===== config.mk =====
export PLATFORM = sky130hd
export DESIGN_NAME = simd_hmul
export DESIGN_NICKNAME = d
export VERILOG_FILES = /design/src/rtl/simd_hmul_pkg.sv /design/src/rtl/simd_hmul_lane.sv /design/src/rtl/simd_hmul_qsat.sv /design/src/rtl/simd_hmul.sv
export SDC_FILE = /design/constraint.sdc
export NUM_CORES = 2
export LEC_CHECK = 0
export ABC_CLOCK_PERIOD_IN_PS = 8750
export BUFFER_PORTS_ARGS = -buffer_cell sky130_fd_sc_hd__buf_2
export CELL_PAD_IN_SITES_DETAIL_PLACEMENT = 0
export CELL_PAD_IN_SITES_GLOBAL_PLACEMENT = 1
export CORE_MARGIN = 2
export CORE_UTILIZATION = 35
export DETAILED_ROUTE_END_ITERATION = 7
export PLACE_DENSITY = 0.61
export SETUP_SLACK_MARGIN = 0.15
export SKIP_CTS_REPAIR_TIMING = 1
export SLEW_MARGIN = 10
export SYNTH_ARGS = -nofsm -noshare
export SYNTH_HDL_FRONTEND = slang
export SYNTH_SLANG_ARGS = --single-unit

===== constraint.sdc =====
create_clock -name clk -period 8.75 [get_ports clk]
set_input_delay 0.4375 -clock clk [delete_from_list [all_inputs] [get_ports clk]]
set_output_delay 0.4375 -clock clk [all_outputs]
set_load 0.05 [all_outputs]

===== src/rtl/simd_hmul_pkg.sv =====
package simd_hmul_pkg;

  typedef enum logic [1:0] {
    OP_WIDE = 2'd0,
    OP_BYTE = 2'd1,
    OP_FRAC = 2'd2
  } op_kind_e;

  // Fractional select dominates byte select, which dominates widening.
  function automatic op_kind_e decode_op(input logic frac, input logic byt);
    if (frac)     return OP_FRAC;
    else if (byt) return OP_BYTE;
    else          return OP_WIDE;
  endfunction

endpackage


===== src/rtl/simd_hmul_lane.sv =====
// One lane multiplier: signed or unsigned W x W -> 2W product.
module simd_hmul_lane #(
  parameter int W = 16
) (
  input  logic           sgn_i,
  input  logic [W-1:0]   a_i,
  input  logic [W-1:0]   b_i,
  output logic [2*W-1:0] p_o
);
  localparam int XW = W + 1;
  localparam int FW = 2 * XW;

  logic signed [XW-1:0] a_x;
  logic signed [XW-1:0] b_x;
  logic signed [FW-1:0] full;

  always_comb begin
    a_x  = {sgn_i & a_i[W-1], a_i};
    b_x  = {sgn_i & b_i[W-1], b_i};
    full = FW'(a_x) * FW'(b_x);
    p_o  = full[2*W-1:0];
  end
endmodule


===== src/rtl/simd_hmul_qsat.sv =====
// Fractional rescale: signed 2W product >>> (W-1), clipped to W bits.
module simd_hmul_qsat #(
  parameter int W = 16
) (
  input  logic [2*W-1:0] p_i,
  output logic [W-1:0]   q_o,
  output logic           sat_o
);
  localparam int SH = W - 1;

  logic signed [2*W-1:0] shifted;
  logic                  hi_clip;
  logic                  lo_clip;

  always_comb begin
    shifted = $signed(p_i) >>> SH;
    // Fits in W bits only when the top W+1 bits are all equal.
    hi_clip = !shifted[2*W-1] && (|shifted[2*W-2:W-1]);
    lo_clip =  shifted[2*W-1] && !(&shifted[2*W-2:W-1]);
    sat_o   = hi_clip | lo_clip;
    if (hi_clip)      q_o = {1'b0, {(W-1){1'b1}}};
    else if (lo_clip) q_o = {1'b1, {(W-1){1'b0}}};
    else              q_o = shifted[W-1:0];
  end
endmodule


===== src/rtl/simd_hmul.sv =====
module simd_hmul #(
  parameter int HW = 16
) (
  input  logic          clk,
  input  logic          rst,
  input  logic          start_i,
  input  logic [2*HW-1:0] opa_i,
  input  logic [2*HW-1:0] opb_i,
  input  logic          sgn_i,
  input  logic          cross_i,
  input  logic          frac_i,
  input  logic          byte_i,
  input  logic          ovf_clr_i,
  output logic [4*HW-1:0] prod_o,
  output logic          valid_o,
  output logic          sat_o,
  output logic          ovf_o
);
  import simd_hmul_pkg::*;

  localparam int NH  = 2;
  localparam int BW  = HW / 2;
  localparam int NB  = 2 * NH;
  localparam int PW  = 2 * HW;
  localparam int OW  = 4 * HW;

  op_kind_e          kind;
  logic              hsgn;
  logic [PW-1:0]     hprod [NH];
  logic [HW-1:0]     qres  [NH];
  logic [NH-1:0]     qsat;
  logic [HW-1:0]     bprod [NB];
  logic [OW-1:0]     nxt_prod;
  logic              nxt_sat;

  assign kind = decode_op(frac_i, byte_i);
  // Fractional products are always two's complement.
  assign hsgn = (kind == OP_FRAC) ? 1'b1 : sgn_i;

  // Halfword multipliers, shared by widening and Q15 modes.
  for (genvar k = 0; k < NH; k++) begin : g_half
    localparam int KX = NH - 1 - k;
    logic [HW-1:0] b_sel;
    assign b_sel = cross_i ? opb_i[KX*HW +: HW] : opb_i[k*HW +: HW];

    simd_hmul_lane #(.W(HW)) u_mul (
      .sgn_i (hsgn),
      .a_i   (opa_i[k*HW +: HW]),
      .b_i   (b_sel),
      .p_o   (hprod[k])
    );

    simd_hmul_qsat #(.W(HW)) u_qsat (
      .p_i   (hprod[k]),
      .q_o   (qres[k]),
      .sat_o (qsat[k])
    );
  end

  // Byte-lane multipliers for the four-product mode.
  for (genvar j = 0; j < NB; j++) begin : g_byte
    simd_hmul_lane #(.W(BW)) u_bmul (
      .sgn_i (sgn_i),
      .a_i   (opa_i[j*BW +: BW]),
      .b_i   (opb_i[j*BW +: BW]),
      .p_o   (bprod[j])
    );
  end

  always_comb begin
    nxt_prod = '0;
    nxt_sat  = 1'b0;
    unique case (kind)
      OP_FRAC: begin
        for (int k = 0; k < NH; k++) nxt_prod[k*HW +: HW] = qres[k];
        nxt_sat = |qsat;
      end
      OP_BYTE: begin
        for (int j = 0; j < NB; j++) nxt_prod[j*HW +: HW] = bprod[j];
      end
      default: begin
        for (int k = 0; k < NH; k++) nxt_prod[k*PW +: PW] = hprod[k];
      end
    endcase
  end

  always_ff @(posedge clk) begin
    if (rst) begin
      prod_o  <= '0;
      valid_o <= 1'b0;
      sat_o   <= 1'b0;
      ovf_o   <= 1'b0;
    end else begin
      valid_o <= start_i;
      sat_o   <= start_i & nxt_sat;
      if (start_i) prod_o <= nxt_prod;
      if (start_i && nxt_sat) ovf_o <= 1'b1;
      else if (ovf_clr_i)     ovf_o <= 1'b0;
    end
  end
endmodule


==> results_dict.tcl <==
set metrics [dict create \
    fillCellCount 10500 \
    cp_num_cells 25 \
    worst_slew_pin_slew_ns 1.03 \
    async_reset_ff_share_pct 0 \
    drv_cap 0 \
    synth_common_cells "inv_1, fa_1, nand2_1" \
    path_delay_family "adder cells" \
    viasPerCell 4.92 \
    whs_path_depth 4 \
    required_ns 9.00 \
    fin_setup_tns_ns 0 \
    max_stage_delay_ns 0.62 \
    avgSynthCellArea_um2 8.84 \
    cp-start-kind "input port" \
    synth.ff_latch_count 67 \
    grt_pass1_wl_um 172000 \
    grt_util_met2_pct 34.1 \
    arrival_ns 8.17 \
    r2r_cells 5 \
    start_util_pct 35.4 \
    route.final.wire_length_um 109000 \
    fmax_mhz 126 \
    finalHoldViolCount 0 \
    die-area_um2 104000 \
    yosys.area.top_type "fa_1" \
    clk_pin_slew_worst_paths_ns 0.07 \
    areaGrowthSynthToFinish_pct 6.63 \
    place_inst 5377 \
    clock_latency_ns 0.39 \
    synth_most_common_cell "inv_1" \
    place_hpwl_um 88700 \
    postLayoutSetupSlackWorst_ns 0.827 \
    grt_pass1_vias 28500 \
    synth_top_area_share_pct 45.9 \
    syn_area_um2 35600 \
    crit_fanout 19 \
    core_area_um2 100000 \
    finalCritPeriodShare_pct 90.5 \
    synth_area_leaders "fa_1, ha_1, inv_1, nand2_1, and2_1" \
    drc 0 \
    grt_util_met3_pct 4.60 \
    cts_max_path_buffers 2 \
    portBuffers 138 \
    vias 26600 \
    wl_per_cell_um 20.1 \
    dp_worst_setup_slack_ns 0.465 \
    grt_remaining_overflow 0 \
    fin_crit_ns 7.92 \
    placement_rows 116 \
    busiest_layer "met2" \
    tritoncts "built" \
    setup_viol 0 \
    final_cells 5395 \
    cts_max_level 3 \
    cp_common_cell "fa_1" \
    gp_congestion 0.850 \
    hold_path_class "input port to flip-flop" \
    skew_ns 0 \
    die-width_um 323 \
    slowest_stage "xnor2_1" \
    synth_seq_area_share_pct 3.77 \
    rsz0062_at_grt "no" \
    yosysWarnings 0 \
    ios 139 \
    cts_sinks 67 \
    crit_type "input port to flip-flop" \
    grt_max_degree 64 \
    die_y_um 323 \
    grt_use_met1_pct 31.8 \
    synthDistinctLibCells 79 \
    synth_edf_count 0 \
    critPathBufInv 6 \
    initialDrtViolationCount 1552 \
    end_kind "flip-flop" \
    drive_gt1_share_pct 7.31 \
    syn_inst 4025 \
    grtUsageTotal_pct 21.8 \
    numCtsBuffers 9 \
    ant_nets 0 \
    status "completed" \
    synthesis.nets 5212 \
    first_pass_iters 7 \
    antenna_found_initial 16 \
    synth-main-ff-cell "dfxtp_1" \
    relSlewSlack_pct 31.4 \
    maxSlewViolCount 0 \
    final_nets 5218 \
    root_buffer "clkbuf_16" \
]
-- placed cells by master, fill, tap and decap left out, drive strengths merged, types with 11 or more instances in the layout --
cell type and count:
inv 908, fa 816, nand2 483, ha 299, and2 218, buf 186
nor2b 157, nor2 152, xnor2 106, a21oi 93, o21ai 72, dfxtp 67
nand3 45, or2 36, nor3 35, xor2 35, and3 28, mux2 27
mux2i 26, nand2b 21, a21o 21, a211oi 17, a31oi 17, or3 16
a311oi 15, o211ai 11, a22oi 11
-- worst register-to-register path, delay by kind of cell (launching register included) --
family,cells,cell delay (ns)
compound gates,2,0.34
simple gates,3,0.30
flops,1,0.35
-- sequential cells by signal, indices dropped and copies added, names as in the netlist --
register  flops
prod_o       64
ovf_o         1
sat_o         1
valid_o       1
-- final timing paths --
| check | startpoint | end | slack [ns] |
|---|---|---|---|
| setup reg to reg | prod_o[9] | prod_o[9] | 7.65 |
| setup / recovery | cross_i | ovf_o | 0.83 |
| hold / removal | ovf_clr_i | ovf_o | 0.41 |
| hold reg to reg | ovf_o | ovf_o | 0.48 |
-- cells by family (layout without fill, tap and decap cells) --
logic type / Yosys count / count (layout) / synth area share, %
AO/OA/AOI/OAI: 338 / 338 / 6.38
other: 0 / 2 / 0
multiplexers: 53 / 53 / 1.59
AND/OR/NAND/NOR: 1215 / 1215 / 16.8
XOR/XNOR: 141 / 141 / 3.49
flip-flops: 67 / 67 / 3.77
adder cells (fa/ha/maj): 1116 / 1116 / 56.4
buffers and inverters: 1095 / 1106 / 11.6
-- area by class of cell --
type	count	area (um2)	share of cell area, %
Multi-Input combinational cell	2863	30200	79.5
Inverter	904	3390	8.94
Timing Repair Buffer	186	1050	2.77
Sequential cell	67	1340	3.53
Clock inverter	7	81.3	0.214
Clock buffer	9	225	0.593
Antenna cell	2	5.00	0.0132
Tap cell	1357	1700	4.47
-- metrics by stage --
stage / util [%] / hold slack, ns / cell area [um2]
3_5_place_dp: 37.5 / 0.466 / 37600
2_1_floorplan: - / 0.535 / 35600
4_1_cts: 37.8 / 0.409 / 38000
3_3_place_gp: 37.5 / 0.455 / 37600
5_1_grt: 37.8 / 0.446 / 38000
6_report: 37.8 / 0.408 / 38000
-- metal layers --
metal  up-vias  share of wire (%)
li1      12100                  -
met2       599                 45
met4        18                1.1
met5         -               0.10
met3        79                6.9
met1     13800                 47
Power is left out: the tool's default activity adds up to more than one toggle a clock period on the data nets, which glitch-free logic cannot reach.
